**config.mk**
```make
export PLATFORM = sky130hd
export DESIGN_NAME = ow_slot_xcvr
export DESIGN_NICKNAME = d
export VERILOG_FILES = /design/src/rtl/ow_slot_pkg.sv /design/src/rtl/ow_line_sync.sv /design/src/rtl/ow_tick_timer.sv /design/src/rtl/ow_slot_fsm.sv /design/src/rtl/ow_slot_xcvr.sv
export SDC_FILE = /design/constraint.sdc
export NUM_CORES = 1
export LEC_CHECK = 0
export BUFFER_PORTS_ARGS = -buffer_cell sky130_fd_sc_hd__buf_2
export CORE_MARGIN = 2
export CORE_UTILIZATION = 25
export DETAILED_ROUTE_END_ITERATION = 8
export PLACE_DENSITY_LB_ADDON = 0.2
export SETUP_SLACK_MARGIN = 0.02
export SYNTH_ARGS = -nofsm -noshare
export SYNTH_HDL_FRONTEND = slang
export SYNTH_HIERARCHICAL = 1
export SYNTH_SLANG_ARGS = --single-unit
export TNS_END_PERCENT = 5
```
**constraint.sdc**
```tcl
create_clock -name clk -period 4.74 [get_ports clk]
set_input_delay 0.474 -clock clk [delete_from_list [all_inputs] [get_ports clk]]
set_output_delay 0.474 -clock clk [all_outputs]
set_load 0.03 [all_outputs]
```
**src/rtl/ow_slot_pkg.sv**
```systemverilog
package ow_slot_pkg;

   // Slot engine states
   typedef enum logic [2:0] {
      ST_IDLE       = 3'd0,
      ST_RST_LOW    = 3'd1,
      ST_PRES_WAIT  = 3'd2,
      ST_PRES_DRIVE = 3'd3,
      ST_SLOT_RX    = 3'd4,
      ST_SLOT_TX    = 3'd5,
      ST_SLOT_END   = 3'd6
   } ow_state_e;

   function automatic int unsigned max2(input int unsigned a, input int unsigned b);
      return (a > b) ? a : b;
   endfunction

endpackage

```
**src/rtl/ow_line_sync.sv**
```systemverilog
module ow_line_sync #(
   parameter int unsigned STAGES = 2
) (
   input  logic clk,
   input  logic rst_n,
   input  logic line_in,
   output logic line_s,
   output logic fall,
   output logic rise
);

   logic [STAGES-1:0] chain;
   logic              prev_q;

   for (genvar i = 0; i < STAGES; i++) begin : g_stage
      if (i == 0) begin : g_first
         always_ff @(posedge clk or negedge rst_n) begin
            if (!rst_n) chain[0] <= 1'b1;
            else        chain[0] <= line_in;
         end
      end else begin : g_next
         always_ff @(posedge clk or negedge rst_n) begin
            if (!rst_n) chain[i] <= 1'b1;
            else        chain[i] <= chain[i-1];
         end
      end
   end

   always_ff @(posedge clk or negedge rst_n) begin
      if (!rst_n) prev_q <= 1'b1;
      else        prev_q <= chain[STAGES-1];
   end

   assign line_s = chain[STAGES-1];
   assign fall   = prev_q & ~line_s;
   assign rise   = ~prev_q & line_s;

endmodule

```
**src/rtl/ow_tick_timer.sv**
```systemverilog
module ow_tick_timer #(
   parameter int unsigned WIDTH = 8
) (
   input  logic             clk,
   input  logic             rst_n,
   input  logic             clr,
   input  logic             tick,
   output logic [WIDTH-1:0] cnt
);

   localparam logic [WIDTH-1:0] CNT_MAX = '1;

   // Saturating tick counter, synchronous clear has priority
   always_ff @(posedge clk or negedge rst_n) begin
      if (!rst_n)                         cnt <= '0;
      else if (clr)                       cnt <= '0;
      else if (tick && (cnt != CNT_MAX))  cnt <= cnt + 1'b1;
   end

endmodule

```
**src/rtl/ow_slot_fsm.sv**
```systemverilog
module ow_slot_fsm
   import ow_slot_pkg::*;
#(
   parameter int unsigned RESET_US     = 480,
   parameter int unsigned PRES_WAIT_US = 30,
   parameter int unsigned PRES_LEN_US  = 120,
   parameter int unsigned SAMPLE_US    = 30,
   parameter int unsigned TX_HOLD_US   = 45,
   parameter int unsigned TW           = 7,
   parameter int unsigned LW           = 9
) (
   input  logic          clk,
   input  logic          rst_n,
   input  logic          tick,
   input  logic          line_s,
   input  logic          fall,
   input  logic          rise,
   input  logic [TW-1:0] t_cnt,
   input  logic [LW-1:0] low_cnt,
   input  logic          tx_en,
   input  logic          tx_bit,
   output logic          t_clr,
   output logic          pull_low,
   output logic          rst_pulse,
   output logic          rx_valid,
   output logic          rx_bit,
   output logic          tx_req
);

   localparam logic [TW-1:0] T_PWAIT  = TW'(PRES_WAIT_US - 1);
   localparam logic [TW-1:0] T_PLEN   = TW'(PRES_LEN_US - 1);
   localparam logic [TW-1:0] T_SAMPLE = TW'(SAMPLE_US - 1);
   localparam logic [TW-1:0] T_HOLD   = TW'(TX_HOLD_US - 1);
   localparam logic [LW-1:0] L_RESET  = LW'(RESET_US - 1);

   ow_state_e state_q, state_d;
   logic      drv_d, rst_d, rxv_d, rxb_d, req_d;
   logic      rst_hit;

   // Low-time threshold reached on this tick (counter saturates beyond it)
   assign rst_hit = tick && !line_s && (low_cnt == L_RESET);

   always_comb begin
      state_d = state_q;
      drv_d   = pull_low;
      rst_d   = 1'b0;
      rxv_d   = 1'b0;
      rxb_d   = rx_bit;
      req_d   = 1'b0;
      t_clr   = 1'b0;
      if (rst_hit) begin
         state_d = ST_RST_LOW;
         drv_d   = 1'b0;
         rst_d   = 1'b1;
         t_clr   = 1'b1;
      end else begin
         unique case (state_q)
            ST_IDLE: begin
               if (fall) begin
                  t_clr = 1'b1;
                  if (tx_en) begin
                     state_d = ST_SLOT_TX;
                     drv_d   = ~tx_bit;
                     req_d   = 1'b1;
                  end else begin
                     state_d = ST_SLOT_RX;
                  end
               end
            end
            ST_RST_LOW: begin
               if (rise) begin
                  state_d = ST_PRES_WAIT;
                  t_clr   = 1'b1;
               end
            end
            ST_PRES_WAIT: begin
               if (tick && (t_cnt == T_PWAIT)) begin
                  state_d = ST_PRES_DRIVE;
                  drv_d   = 1'b1;
                  t_clr   = 1'b1;
               end
            end
            ST_PRES_DRIVE: begin
               if (tick && (t_cnt == T_PLEN)) begin
                  state_d = ST_IDLE;
                  drv_d   = 1'b0;
               end
            end
            ST_SLOT_RX: begin
               if (tick && (t_cnt == T_SAMPLE)) begin
                  state_d = ST_SLOT_END;
                  rxv_d   = 1'b1;
                  rxb_d   = line_s;
               end
            end
            ST_SLOT_TX: begin
               if (tick && (t_cnt == T_HOLD)) begin
                  state_d = ST_SLOT_END;
                  drv_d   = 1'b0;
               end
            end
            ST_SLOT_END: begin
               if (line_s) state_d = ST_IDLE;
            end
            default: begin
               state_d = ST_IDLE;
               drv_d   = 1'b0;
            end
         endcase
      end
   end

   always_ff @(posedge clk or negedge rst_n) begin
      if (!rst_n) begin
         state_q   <= ST_IDLE;
         pull_low  <= 1'b0;
         rst_pulse <= 1'b0;
         rx_valid  <= 1'b0;
         rx_bit    <= 1'b0;
         tx_req    <= 1'b0;
      end else begin
         state_q   <= state_d;
         pull_low  <= drv_d;
         rst_pulse <= rst_d;
         rx_valid  <= rxv_d;
         rx_bit    <= rxb_d;
         tx_req    <= req_d;
      end
   end

endmodule

```
**src/rtl/ow_slot_xcvr.sv**
```systemverilog
module ow_slot_xcvr
   import ow_slot_pkg::*;
#(
   parameter int unsigned SYNC_STAGES  = 2,
   parameter int unsigned RESET_US     = 480,
   parameter int unsigned PRES_WAIT_US = 30,
   parameter int unsigned PRES_LEN_US  = 120,
   parameter int unsigned SAMPLE_US    = 30,
   parameter int unsigned TX_HOLD_US   = 45
) (
   input  logic clk,
   input  logic rst_n,
   input  logic us_tick,
   input  logic line_in,
   input  logic tx_en,
   input  logic tx_bit,
   output logic pull_low,
   output logic rst_pulse,
   output logic rx_valid,
   output logic rx_bit,
   output logic tx_req
);

   localparam int unsigned SLOT_MAX = max2(max2(PRES_WAIT_US, PRES_LEN_US),
                                           max2(SAMPLE_US, TX_HOLD_US));
   localparam int unsigned TW = $clog2(SLOT_MAX + 1);
   localparam int unsigned LW = $clog2(RESET_US + 1);

   // Elaboration-time parameter checks
   if (SYNC_STAGES < 2) begin : g_bad_sync
      $error("SYNC_STAGES must be at least 2");
   end
   if (PRES_WAIT_US < 15 || PRES_WAIT_US > 60) begin : g_bad_pwait
      $error("PRES_WAIT_US must lie in 15..60");
   end
   if (PRES_LEN_US < 60 || PRES_LEN_US > 240) begin : g_bad_plen
      $error("PRES_LEN_US must lie in 60..240");
   end
   if (SAMPLE_US < 15 || SAMPLE_US > 60) begin : g_bad_sample
      $error("SAMPLE_US must lie in 15..60");
   end
   if (TX_HOLD_US < 15 || TX_HOLD_US >= 60) begin : g_bad_hold
      $error("TX_HOLD_US must lie in 15..59");
   end
   if (RESET_US <= PRES_LEN_US || RESET_US <= 60) begin : g_bad_reset
      $error("RESET_US must exceed the presence length and the slot length");
   end

   logic          line_s, fall, rise, t_clr;
   logic [TW-1:0] t_cnt;
   logic [LW-1:0] low_cnt;

   ow_line_sync #(.STAGES(SYNC_STAGES)) sync_i (
      .clk(clk), .rst_n(rst_n), .line_in(line_in),
      .line_s(line_s), .fall(fall), .rise(rise)
   );

   ow_tick_timer #(.WIDTH(TW)) slot_tmr_i (
      .clk(clk), .rst_n(rst_n), .clr(t_clr), .tick(us_tick), .cnt(t_cnt)
   );

   ow_tick_timer #(.WIDTH(LW)) low_tmr_i (
      .clk(clk), .rst_n(rst_n), .clr(line_s), .tick(us_tick), .cnt(low_cnt)
   );

   ow_slot_fsm #(
      .RESET_US(RESET_US), .PRES_WAIT_US(PRES_WAIT_US), .PRES_LEN_US(PRES_LEN_US),
      .SAMPLE_US(SAMPLE_US), .TX_HOLD_US(TX_HOLD_US), .TW(TW), .LW(LW)
   ) fsm_i (
      .clk(clk), .rst_n(rst_n), .tick(us_tick), .line_s(line_s),
      .fall(fall), .rise(rise), .t_cnt(t_cnt), .low_cnt(low_cnt),
      .tx_en(tx_en), .tx_bit(tx_bit), .t_clr(t_clr), .pull_low(pull_low),
      .rst_pulse(rst_pulse), .rx_valid(rx_valid), .rx_bit(rx_bit), .tx_req(tx_req)
   );

endmodule

```
Yosys cells after proc, flatten, opt, wreduce, memory -nomap -nowiden

Cells that the tools add are included.

Word-level logic and storage cells: 88
Bits in registers: 27
Input bits: 6
Output and inout bits: 5

Equal/unequal tests: 21
Reduce and logical (&&, ||, !) cells: 15
Add/subtract/negate cells: 2
Multiplexer cells: 33
Bitwise operators: 6

Operators with widths:

| kind                                           | number |
|---|---|
| 2-to-1 mux 3 bit                               | 8 |
| case mux 3 bit (7 select lines)                | 1 |
| 2-to-1 mux 1 bit                               | 18 |
| 2-to-1 mux 9 bit                               | 2 |
| != test 3 x 1 -> 1 bit (second input constant) | 5 |
| 2-to-1 mux 7 bit                               | 2 |
| adder 9 x 1 -> 9 bit (second input constant)   | 1 |
| == test 3 bit (second input constant)          | 3 |
| == test 9 bit (second input constant)          | 1 |
| != test 3 x 2 -> 1 bit (second input constant) | 3 |
| != test 9 bit (second input constant)          | 1 |
| adder 7 x 1 -> 7 bit (second input constant)   | 1 |
| == test 7 x 5 -> 1 bit (second input constant) | 1 |
| == test 7 x 6 -> 1 bit (second input constant) | 1 |
| == test 7 bit (second input constant)          | 1 |
| logical AND 1 bit                              | 7 |
| != test 7 bit (second input constant)          | 1 |
| AND reduction 7 bit                            | 1 |
| == test 3 x 2 -> 1 bit (second input constant) | 2 |
| AND reduction 6 bit                            | 1 |
| case mux 1 bit (5 select lines)                | 1 |
| NOT 1 bit                                      | 4 |
| nonzero test 2 bit                             | 2 |
| == test 3 x 1 -> 1 bit (second input constant) | 1 |
| 7 further kinds                                | 8 |

Depth between registers and ports, before layout

Depth in word-level cells: 6
Gate-level depth with buffers: 9
Mapped depth without buffers: 8

Modules after synthesis

The synthesis kept the hierarchy.

By module, submodules not included:

| module                     | seq. area each (um2) | cells an instance | times used | area an instance (um2) |
|---|---|---|---|---|
| ow_slot_fsm                | 200.2                | 68                | 1          | 624.3 |
| ow_tick_timer (low_tmr_i)  | 225.2                | 46                | 1          | 462.9 |
| ow_tick_timer (slot_tmr_i) | 175.2                | 41                | 1          | 427.9 |
| ow_line_sync               | 78.8                 | 5                 | 1          | 93.8 |

Worst setup path after synthesis

OpenSTA, ideal clock, no wires.

Kind: reg2reg
Start point: reg low_tmr_i.cnt[0]
End point: reg low_tmr_i.cnt[5]
Setup slack: 2,888 ps
Required time: 4,662 ps
Cell stages (with the launch flop): 9
Period minus slack after synthesis: 1,852 ps
Arrival time: 1,774 ps
Path buffers: 1
Library setup time: 78 ps
Cell sequence: dfrtp_1 > ha_1 > nand3_1 > nor2_1 > ha_1 > nand2b_1 > buf_6 > or4_1 > a21oi_1

Longest elaborated chain between the ends: 3
Elaborated cells on any way between the ends: 6
Those cells by class: add/sub: 1; eq/ne: 1; mux: 2; reduce/logical: 2

Ends and longest elaborated chain:

| item                                                   | line                | text |
|---|---|---|
| start: declaration                                     | ow_tick_timer.sv:8  | `output logic [WIDTH-1:0] cnt` |
| start signal: assignment                               | ow_tick_timer.sv:17 | `else if (tick && (cnt != CNT_MAX)) cnt <= cnt + 1'b1;` |
| adder 9 x 1 -> 9 bit or != test 9 bit (tied branches)  | ow_tick_timer.sv:17 |  |
| 2-to-1 mux 9 bit or logical AND 1 bit (tied branches)  | ow_tick_timer.sv:17 |  |
| 2-to-1 mux 9 bit or nonzero test 2 bit (tied branches) | --                  |  |

Several ways; a longest one is shown, not always the timed one. The select of a mux whose other input is x is not followed.
A chain may end at the register's enable or synchronous reset.

Final worst setup path

Start point: reg slot_tmr_i.cnt[3]
End point: reg slot_tmr_i.cnt[1]

Longest elaborated chain between the ends: 6
Elaborated cells on any way between the ends: 9
Those cells by class: eq/ne: 2; mux: 4; reduce/logical: 3

Ends and longest elaborated chain:

| item                                                   | line                | text |
|---|---|---|
| start: declaration                                     | ow_tick_timer.sv:8  |  |
| start signal: assignment                               | ow_tick_timer.sv:17 |  |
| == test 7 x 5 -> 1 bit *                               | ow_slot_fsm.sv:77   | `if (tick && (t_cnt == T_PWAIT)) begin` |
| logical AND 1 bit *                                    | ow_slot_fsm.sv:77   |  |
| 2-to-1 mux 1 bit *                                     | ow_slot_fsm.sv:77   |  |
| case mux 1 bit (3 select lines) *                      | ow_slot_fsm.sv:57   | `unique case (state_q)` |
| 2-to-1 mux 1 bit *                                     | ow_slot_fsm.sv:51   | `if (rst_hit) begin` |
| named net t_clr                                        | ow_slot_xcvr.sv:49  | `logic line_s, fall, rise, t_clr;` |
| 2-to-1 mux 7 bit or nonzero test 2 bit (tied branches) | --                  |  |

Mark *: on every way through the listed nets, which the timed path passes. The rest lies on a longest branch.

==> metrics <==
largest net degree at the start of global routing=28; Crit Path Max Fanout=10; detailed placer's ending HPWL=between 2 and 2.5 mm; Initial Util=about a quarter; synth cell count leaders=dfrtp_1 (24), nor2_1 (17), a21oi_1 (10); pre-CTS setup slack=roughly 1.9 ns; Final ANT Viol Nets=0; IO Count=11; Worst-path clk slew=~0.1 ns; Worst R2R End=slot_tmr_i/cnt[1]$_DFFE_PN0P_; GP Congestion=roughly 0.86; fraction of layout cells with a size suffix above 1=about a fifth; initial DRC count=144; DIE AREA=between 7000 and 8000 sq um; Clock Latency Late Sink=0.27 ns; first-pass GRT wire length=between 5 and 6 mm; pwr dens=between 400 and 500 nW/um^2; Syn. warnings=6; flop-to-flop setup slack=around 2 ns; top sig layer=met4; Post-synth ARST share=100%; Yosys cell types=53; CTS Hold Bufs=0; Biggest register=low_tmr_i/cnt; Final Hold Viols=0; cts bufs inserted=3; peak supply drop=roughly 0.14 mV; Net Count, Synth=between 150 and 200; area of the mapped netlist=around 1600 sq um; Area growth, synth to finish=8.63%; initial antenna violation count=0; Largest register FFs=9; Routed met1 length=1.60 mm; Top Registers=low_tmr_i/cnt (9), slot_tmr_i/cnt (7), fsm_i/state_q (3); top-count cell post-synth=dfrtp_1; # diodes=0; overall power=0.772 mW; Seq/Total Area, Yosys=between 40% and 50%; H-Tree Depth=1; Seq cells post-synth=27; Post-CTS Repair Setup Buffers=0; max-cap violations=0; metal2 WL=approximately 1.6 mm; Multi-input gate area=roughly 850 sq um; Tmin final=around 2.8 ns; Leak=0.705 nW; R2R cell count=8; Placed Instance Area=between 1500 and 2000 sq um; status=finished, final reports clean; clock sink count=27; post-cts resize count=0; total grt overflow=0; via count=1267; Setup CP Type=reg -> reg; root buf cell=clkbuf_8; Mapped Cells=160; top cell type's share of synthesized area=between 30% and 40%; DRT Pass-1 Iters=4; final setup TNS=0 ns; Final Cell Area=1750 sq um; Setup WS post-layout=just under 2 ns; RSZ-0062 raised after global routing=no; crit path from=slot_tmr_i/cnt[3]$_DFFE_PN0P_; Port Buffers=10; fmax=approximately 360 MHz; Slew Limit Fails=0; fillcell total=669; R2R Path Start=slot_tmr_i/cnt[3]$_DFFE_PN0P_; WP data required=~4.9 ns; hold crit path type=in -> async; Rel. slew slack=between 30% and 40%; commonest register cell after synthesis=dfrtp_1; Die Wd=84.2 microns; register area=around 680 sq um; Via-to-Cell Ratio=between 5 and 6; # setup viols final=0; largest cells by area after synthesis=dfrtp_1 (37%), dfstp_2 (4.9%), nor2_1 (4.0%), a21oi_1 (3.1%), mux2i_1 (2.5%); Routed Wire Length=around 3.4 mm; final worst path period share=between 50% and 60%; core area=6280 sq um; Setup crit start kind=flip-flop; CTS max path bufs=2; all-layer global routing usage=under 10%; vias in the first global route=between 1000 and 1500; number of synthesized flops with an enable pin=0; largest area contributor in the netlist=dfrtp_1; Mapped Avg Cell Area=10.1 sq um; Post-route DRC=0; CP Capture Type=flip-flop; die height=84.2 microns; DR WL/cell=between 10 and 15 microns; # rows=29; TritonCTS clock tree=yes; critical path arrival=a little under 3 ns; Slew @ Worst Pin=approximately 1.0 ns; Worst Skew=around 0.0027 ns; Layout Nets=176; met3 wire len=between 70 and 80 microns
## metal layers
layer	vias up	GRT usage, %
met5	-	0
met4	0	4.40
met3	6	1.77
met2	16	16.0
met1	629	12.9
li1	616	-
## through the flow
step	hold WS, ns	utilization (%)	instances
after floorplan	0.178	-	160
after global placement	0.346	27.1	239
after detailed placement	0.349	27.1	239
after CTS	0.214	27.8	243
after global routing	0.232	27.8	243
final	0.198	27.8	243
## how the worst max path moves through the flow
stage                                         end  slack, ns  cells after the start
CTS                 slot_tmr_i/cnt[1]$_DFFE_PN0P_       2.01                      8
detailed placement  slot_tmr_i/cnt[1]$_DFFE_PN0P_       1.90                      9
floorplan            low_tmr_i/cnt[5]$_DFFE_PN0P_       2.89                      8
global placement    slot_tmr_i/cnt[1]$_DFFE_PN0P_       1.99                      9
global route        slot_tmr_i/cnt[1]$_DFFE_PN0P_       1.72                      8
finish              slot_tmr_i/cnt[1]$_DFFE_PN0P_       1.99                      8
## critical path: stages, from the launching register on
cell,delay [ns]
dfrtp_1,0.54
nor4b_4,0.33
nand2_1,0.17
nor2_1,0.12
a21oi_1,0.07
o21ai_0,0.80
inv_1,0.27
a41oi_1,0.24
o211ai_1,0.10
## cell families (layout without fill, tap and decap cells)
family	count (synthesis)	after routing	share of synthesized area, %
flip-flops	27	27	42.2
adder cells (fa/ha/maj)	3	3	2.33
AO/OA/AOI/OAI	36	36	15.9
multiplexers	5	5	3.42
XOR/XNOR	2	2	1.09
buffers and inverters	12	18	4.74
AND/OR/NAND/NOR	75	75	30.3
## cells in the final DEF, fill, tap and decap left out, types with 5 or more instances in the layout
cell | Yosys | routed
nor2_1 | 17 | 17
o21ai_0 | 5 | 5
buf_2 | 3 | 10
nand3_1 | 8 | 8
a21oi_1 | 10 | 10
nand2_1 | 9 | 9
dfrtp_1 | 24 | 24
## power breakdown
group	internal [mW]	switching, mW
Clock	0.0596	0.0742
Sequential	0.276	0.0976
Combinational	0.131	0.134
## final cells by class
class,instances,area share [%]
Clock buffer,3,2.36
Clock inverter,1,0.429
Inverter,4,1.15
Multi-Input combinational cell,121,48.8
Sequential cell,27,38.9
Tap cell,77,5.51
Timing Repair Buffer,10,2.86
No activity file was read; power rests on OpenSTA's default activity.
